===== config.mk =====
export PLATFORM = sky130hd
export DESIGN_NAME = nacc_core
export DESIGN_NICKNAME = d
export VERILOG_FILES = /design/src/rtl/nacc_pkg.sv /design/src/rtl/nacc_alu.sv /design/src/rtl/nacc_carry.sv /design/src/rtl/nacc_core.sv
export SDC_FILE = /design/constraint.sdc
export NUM_CORES = 1
export LEC_CHECK = 0
export BUFFER_PORTS_ARGS = -buffer_cell sky130_fd_sc_hd__clkbuf_2
export CORE_MARGIN = 2
export CORE_UTILIZATION = 46
export DETAILED_ROUTE_END_ITERATION = 7
export HOLD_SLACK_MARGIN = 0.02
export PLACE_DENSITY = 0.71
export RECOVER_POWER = 100
export SETUP_SLACK_MARGIN = 0.1
export SYNTH_ARGS = -nofsm -noshare
export SYNTH_HDL_FRONTEND = slang
export SYNTH_SLANG_ARGS = --single-unit

===== constraint.sdc =====
create_clock -name clk -period 3 [get_ports clk]
set_input_delay 0.6 -clock clk [delete_from_list [all_inputs] [get_ports clk]]
set_output_delay 0.6 -clock clk [all_outputs]
set_load 0.03 [all_outputs]

===== src/rtl/nacc_pkg.sv =====
package nacc_pkg;
    parameter int unsigned NIB_W = 4;

    typedef enum logic [3:0] {
        OP_NOP   = 4'd0,
        OP_ADDMC = 4'd1,
        OP_ADDI  = 4'd2,
        OP_ADDM  = 4'd3,
        OP_ROTR  = 4'd4,
        OP_SETC  = 4'd5,
        OP_CLRC  = 4'd6,
        OP_A2B   = 4'd7,
        OP_B2A   = 4'd8,
        OP_JOINE = 4'd9,
        OP_SPLTE = 4'd10,
        OP_CMPI  = 4'd11
    } nacc_op_e;
endpackage


===== src/rtl/nacc_alu.sv =====
module nacc_alu
    import nacc_pkg::*;
#(
    parameter int unsigned W = NIB_W
) (
    input  nacc_op_e     op,
    input  logic [W-1:0] a,
    input  logic [W-1:0] mem,
    input  logic [W-1:0] imm,
    input  logic         cy,
    output logic [W-1:0] sum,
    output logic         co,
    output logic [W-1:0] rot,
    output logic         eq
);
    localparam int unsigned SW = W + 1;

    logic [W-1:0]  opd;
    logic          cin;
    logic [SW-1:0] wide;

    // One shared adder: the operand is selected by op, and carry-in is used only by add-with-carry
    always_comb begin
        opd  = (op == OP_ADDI) ? imm : mem;
        cin  = (op == OP_ADDMC) & cy;
        wide = {1'b0, a} + {1'b0, opd} + {{W{1'b0}}, cin};
        sum  = wide[W-1:0];
        co   = wide[W];
        rot  = {cy, a[W-1:1]};
        eq   = (a == imm);
    end
endmodule


===== src/rtl/nacc_carry.sv =====
module nacc_carry
    import nacc_pkg::*;
(
    input  nacc_op_e op,
    input  logic     go,
    input  logic     cy_q,
    input  logic     add_co,
    input  logic     a_lsb,
    output logic     cy_d
);
    always_comb begin
        cy_d = cy_q;
        if (go) begin
            case (op)
                OP_ADDMC: cy_d = add_co;
                OP_ROTR:  cy_d = a_lsb;
                OP_SETC:  cy_d = 1'b1;
                OP_CLRC:  cy_d = 1'b0;
                default:  cy_d = cy_q;
            endcase
        end
    end
endmodule


===== src/rtl/nacc_core.sv =====
module nacc_core
    import nacc_pkg::*;
#(
    parameter int unsigned W = NIB_W
) (
    input  logic           clk,
    input  logic           rst_n,
    input  logic           op_stb,
    input  logic [3:0]     op_sel,
    input  logic [W-1:0]   mem_opd,
    input  logic [W-1:0]   imm,
    output logic [W-1:0]   acc_a,
    output logic [W-1:0]   reg_b,
    output logic [2*W-1:0] reg_e,
    output logic           carry,
    output logic           skip
);
    localparam int unsigned EW = 2 * W;

    typedef struct packed {
        logic [W-1:0] a;
        logic [W-1:0] b;
        logic         cy;
        logic         skip;
    } core_t;

    core_t          st_q, st_d;
    logic [EW-1:0]  e_q, e_d;
    nacc_op_e       op;
    logic [W-1:0]   alu_sum, alu_rot;
    logic           alu_co, alu_eq, cy_nx;

    assign op = nacc_op_e'(op_sel);

    nacc_alu #(.W(W)) u_alu (
        .op  (op),
        .a   (st_q.a),
        .mem (mem_opd),
        .imm (imm),
        .cy  (st_q.cy),
        .sum (alu_sum),
        .co  (alu_co),
        .rot (alu_rot),
        .eq  (alu_eq)
    );

    nacc_carry u_carry (
        .op     (op),
        .go     (op_stb),
        .cy_q   (st_q.cy),
        .add_co (alu_co),
        .a_lsb  (st_q.a[0]),
        .cy_d   (cy_nx)
    );

    always_comb begin
        st_d      = st_q;
        st_d.cy   = cy_nx;
        st_d.skip = 1'b0;
        e_d       = e_q;
        if (op_stb) begin
            case (op)
                OP_ADDMC, OP_ADDI, OP_ADDM: st_d.a = alu_sum;
                OP_ROTR:  st_d.a = alu_rot;
                OP_A2B:   st_d.b = st_q.a;
                OP_B2A:   st_d.a = st_q.b;
                OP_JOINE: e_d    = {st_q.b, st_q.a};
                OP_SPLTE: begin
                    st_d.b = e_q[EW-1:W];
                    st_d.a = e_q[W-1:0];
                end
                OP_CMPI:  st_d.skip = alu_eq;
                default:  ;
            endcase
        end
    end

    always_ff @(posedge clk) begin
        if (!rst_n) begin
            st_q <= '0;
        end else begin
            st_q <= st_d;
        end
    end

    // Extension register deliberately carries no reset
    always_ff @(posedge clk) begin
        e_q <= e_d;
    end

    assign acc_a = st_q.a;
    assign reg_b = st_q.b;
    assign reg_e = e_q;
    assign carry = st_q.cy;
    assign skip  = st_q.skip;

    AST_IDLE_HOLD: assert property (@(posedge clk) disable iff (!rst_n)
        !op_stb |=> ($stable(acc_a) && $stable(reg_b) && $stable(carry)));
    AST_ADDC_SUM: assert property (@(posedge clk) disable iff (!rst_n)
        (op_stb && op_sel == OP_ADDMC) |=>
        ({carry, acc_a} == {1'b0, $past(acc_a)} + {1'b0, $past(mem_opd)} + {{W{1'b0}}, $past(carry)}));
    AST_ADD_KEEPS_CY: assert property (@(posedge clk) disable iff (!rst_n)
        (op_stb && (op_sel == OP_ADDI || op_sel == OP_ADDM)) |=> $stable(carry));
    AST_ROTATE: assert property (@(posedge clk) disable iff (!rst_n)
        (op_stb && op_sel == OP_ROTR) |=>
        (carry == $past(acc_a[0]) && acc_a == {$past(carry), $past(acc_a[W-1:1])}));
    AST_SET_CLR: assert property (@(posedge clk) disable iff (!rst_n)
        (op_stb && (op_sel == OP_SETC || op_sel == OP_CLRC)) |=>
        (carry == ($past(op_sel) == OP_SETC) && $stable(acc_a)));
    AST_JOIN_E: assert property (@(posedge clk) disable iff (!rst_n)
        (op_stb && op_sel == OP_JOINE) |=> (reg_e == {$past(reg_b), $past(acc_a)}));
    AST_SKIP_SOURCE: assert property (@(posedge clk) disable iff (!rst_n)
        skip |-> ($past(op_stb) && $past(op_sel) == OP_CMPI && $past(acc_a) == $past(imm)));
    AST_CMP_NO_WRITE: assert property (@(posedge clk) disable iff (!rst_n)
        (op_stb && op_sel == OP_CMPI) |=> ($stable(acc_a) && $stable(carry)));
    AST_UNUSED_INERT: assert property (@(posedge clk) disable iff (!rst_n)
        (op_stb && (op_sel == OP_NOP || op_sel > OP_CMPI)) |=>
        ($stable(acc_a) && $stable(reg_b) && $stable(carry) && !skip));
endmodule


==> out/summary.md <==
For the post-synthesis sequential area ratio, the log shows 0.369. The switching portion of total power is 0.298. The maximum operating frequency was 367 MHz; the detailed-routing iteration count for the pre-antenna-repair pass was 4. The routed length on met3 is 149 um.

The last weighted congestion value of the routability-driven placer was 0.827; the area of the die was 0.00302 sq mm. The number of max-capacitance violations reported was 0; the worst-case reg-to-reg path depth was 7. The part of the total power dissipated in sequential elements is 0.492. Startpoint type of the worst setup path: a primary input. Top flip-flop cell by instance count after synthesis: dfxtp_1. The final non-filler cell area is 0.00141 sq mm, and the number of gates resized after CTS is 0. Total negative setup slack: 0 ns.

Detailed routing inserted a total of 1078 vias. The run gives 4950 um as the wire length of the first global-routing pass. The ratio of routed vias to standard cells came out at 5.96. The global-route total usage across every layer was 0.232.

After the last flow step, the layout net total stands at 172. After floorplanning, the core was sized to cover 0.00248 sq mm. The worst setup path is captured at a flip-flop. Of all nets on the critical path, the largest fanout is 2. The overall overflow remaining after global route is 0, and the signal arrival time at the worst endpoint is 2.98 ns.

The number of placed cells counting well taps was 177. Setup repair after global routing left no endpoint under its margin. For the worst max-slew margin expressed relative to the limit, the log shows 0.536. TritonCTS built the clock tree. The first routing iteration left 35 violations. The synthesis-stage register bit count is 18, and the peak supply drop is 237 uV. After detailed routing, the number of remaining DRC violations is 0.

In the synthesized netlist, the number of instances is 116. The logs give 0.243 for the fraction of power consumed by combinational cells and 0 for the initial antenna violation count. The antenna diode count is 0. Yosys mapped a number of flops with a built-in enable equal to 8. The logs give 0.273 ns for the least setup slack across all paths after layout and 1 for the number of H-tree levels. The remaining number of nets flagged by the antenna check after routing came out at 0. The power density normalized to cell area is 400 mW/mm^2. The critical path in this run is classified as primary input to flip-flop. Buffers inserted to repair hold after CTS numbered 0. The net switching power came out at 0.000168 W. The number of global-route vias before repair is 1030. In this run, CTS created clock tree buffers numbering 3.

For the worst clock skew, the log shows 0.0144 ns. Counting instances, the worst hold path has a depth of 0. The tools report the initial standard-cell utilization of the core as 0.482. For the worst-skew pair, the clock arrives at the later sink with an insertion delay of 0.30 ns. In the final routing, the length of wire on met1 measures 1270 um.

Clock-pin slew was measured on the worst setup and hold paths at 0.11 ns. At the pin with the least slew margin, the transition time is 0.693 ns. The fraction of final layout cells with drive strength greater than 1 came out at 0.219. Dividing the synthesized area by the synthesized cell count gives 10.3 sq um. Shortest clock period the worst path allows after layout: 2.73 ns. The placement row count came out at 18.

Synthesis instantiated 50 different standard cells from the library. During I/O placement, the number of pins put on the boundary was 33. After detailed routing, the average wire length per cell comes to 16.3 um. Count of endpoints failing hold in the final timing report: 0. The floorplan step set the die width to 54.9 um. The portion of synthesized cell area occupied by the leading cell type was 0.201; the synthesis-to-finish area growth was 18.3%. The run gives 1520 um as the detailed-routed wire length on met2. Of all cell types, the one taking the most synthesized area is edfxtp_1. The share of the clock period used by the worst path after layout was 0.909; the maximum number of buffers from clock root to sink was 2. Class of the tightest hold or removal check: flip-flop to flip-flop. The logs give 18 for the TritonCTS sink count and 16 for the pin count of the biggest net entering global routing. Synthesis produced a netlist with a net count of 136. The final wirelength is 2960 um. Highest signal layer in the routed design: met4. The tree is rooted in a clkbuf_4. The post-synth design cell area was 0.00119 sq mm; the area after detailed placement was 0.00141 sq mm. Sorting the synthesized cells by area gives the leading types as edfxtp_1 20%, dfxtp_1 17%, mux2_2 4.7%, a211oi_1 3.8%, fa_1 3.4%. Once the clock tree was built, the setup fixing pass inserted 0 buffers. For the max-slew violation count, the log shows 0.

The part of the power in the clock network was 0.265; the post-placement worst setup slack was 0.0208 ns. The run finished with clean final reports. Setup violations remaining at the end of the flow were counted as 0. Internal power comes to 0.000397 W.

The vertical die dimension was 54.9 um; the final HPWL from detailed placement was 2350 um. Leaving out filler cells and counting taps, the final layout contains 181. The final core utilization is 0.570, and the proportion of register bits with asynchronous set or reset after synthesis is 0.

In this run the tool buffered the top-level ports with 32 buffer cells. The run gives 3.25 ns as the required time reported for the critical path endpoint. In this run the static leakage power is 0.549 nW. During synthesis, Yosys emitted a total of 0 warnings.
-- power by group through the flow --
stage | clock [W] | sequential (W) | combinational, W
after floorplan | 0 | 0.000294 | 0.0000869
after global placement | 0 | 0.000283 | 0.000135
after detailed placement | 0 | 0.000284 | 0.000140
after CTS | 0.000155 | 0.000278 | 0.000140
after global routing | 0.000170 | 0.000281 | 0.000150
final | 0.000150 | 0.000278 | 0.000137
-- routing by layer --
metal / vias up / track usage
met5: - / 0
met4: 0 / 0.0813
met3: 2 / 0.0323
met2: 41 / 0.381
met1: 516 / 0.309
li1: 519 / -
-- worst paths after layout --
| path | start | to | slack [ns] |
|---|---|---|---|
| worst max-delay path | op_sel[2] | acc_a[2] | 0.27 |
| worst min-delay path | reg_b[0] | reg_e[4] | 0.51 |
| worst max register to register | carry | acc_a[1] | 0.78 |
| worst min register to register | reg_b[0] | reg_e[4] | 0.51 |
-- registers in the layout, indices dropped and copies added, names as in the netlist --
| name | count |
|---|---|
| acc_a | 4 |
| carry | 1 |
| reg_b | 4 |
| reg_e | 8 |
| skip | 1 |
-- critical path: stages --
cell	delay [ns]
clkbuf_1	0.11
nor4b_4	0.33
mux2_4	0.34
fa_1	0.47
fa_2	0.38
xor2_1	0.18
nand3_1	0.11
a221oi_1	0.31
o21a_1	0.16
-- layout by cell type, fill, tap and decap left out, types with 2 or more instances in the layout --
cell type,instances
a211oi_1,6
a21o_1,2
a21oi_1,6
a22oi_1,2
a32oi_1,2
and3b_1,2
buf_4,4
clkbuf_1,20
clkbuf_2,13
clkbuf_4,3
dfxtp_1,10
edfxtp_1,8
ha_1,3
inv_1,3
mux2_2,4
mux2i_1,4
nand2_1,3
nand2b_1,3
nor2_1,9
nor2b_1,3
nor3b_1,2
nor4b_1,2
o211a_1,2
o21ai_0,2
xnor2_1,4
-- final cells by class --
class | instances | area (sq um)
tap | 30 | 37.5
fill | 258 | 1060
sequential | 18 | 440
clock buffer | 4 | 36.3
timing repair buffer | 37 | 170
multi-input combinational | 89 | 717
inverter | 3 | 11.3
-- cell usage after synthesis (2+ instances only) --
cell,instances
nor2b_1,3
dfxtp_1,10
fa_1,2
a21o_1,2
nand2b_1,3
o21ai_0,2
inv_1,3
o211a_1,2
nor3b_1,2
mux2_2,5
ha_1,3
a211oi_1,6
a21oi_1,6
buf_2,4
nand2_1,3
nor4b_1,2
nor2_1,9
and3b_1,2
mux2i_1,4
a22oi_1,2
xnor2_1,4
edfxtp_1,8
a32oi_1,2
-- through the flow --
stage / hold WS (ns) / total power [W]
finish: 0.512 / 0.000565
global placement: 0.475 / 0.000419
floorplan: 0.546 / 0.000381
CTS: 0.520 / 0.000573
detailed placement: 0.493 / 0.000424
global route: 0.528 / 0.000601
-- cells by family after synthesis --
group	synth area share
and+or+nand+nor	0.197
adders and majority gates	0.0650
DFF	0.369
AOI/OAI and AO/OA	0.216
buffers and inverters	0.0356
xor gates and xnor gates	0.0367
muxes	0.0807
Note: power is estimated with default switching activity, not from simulation.
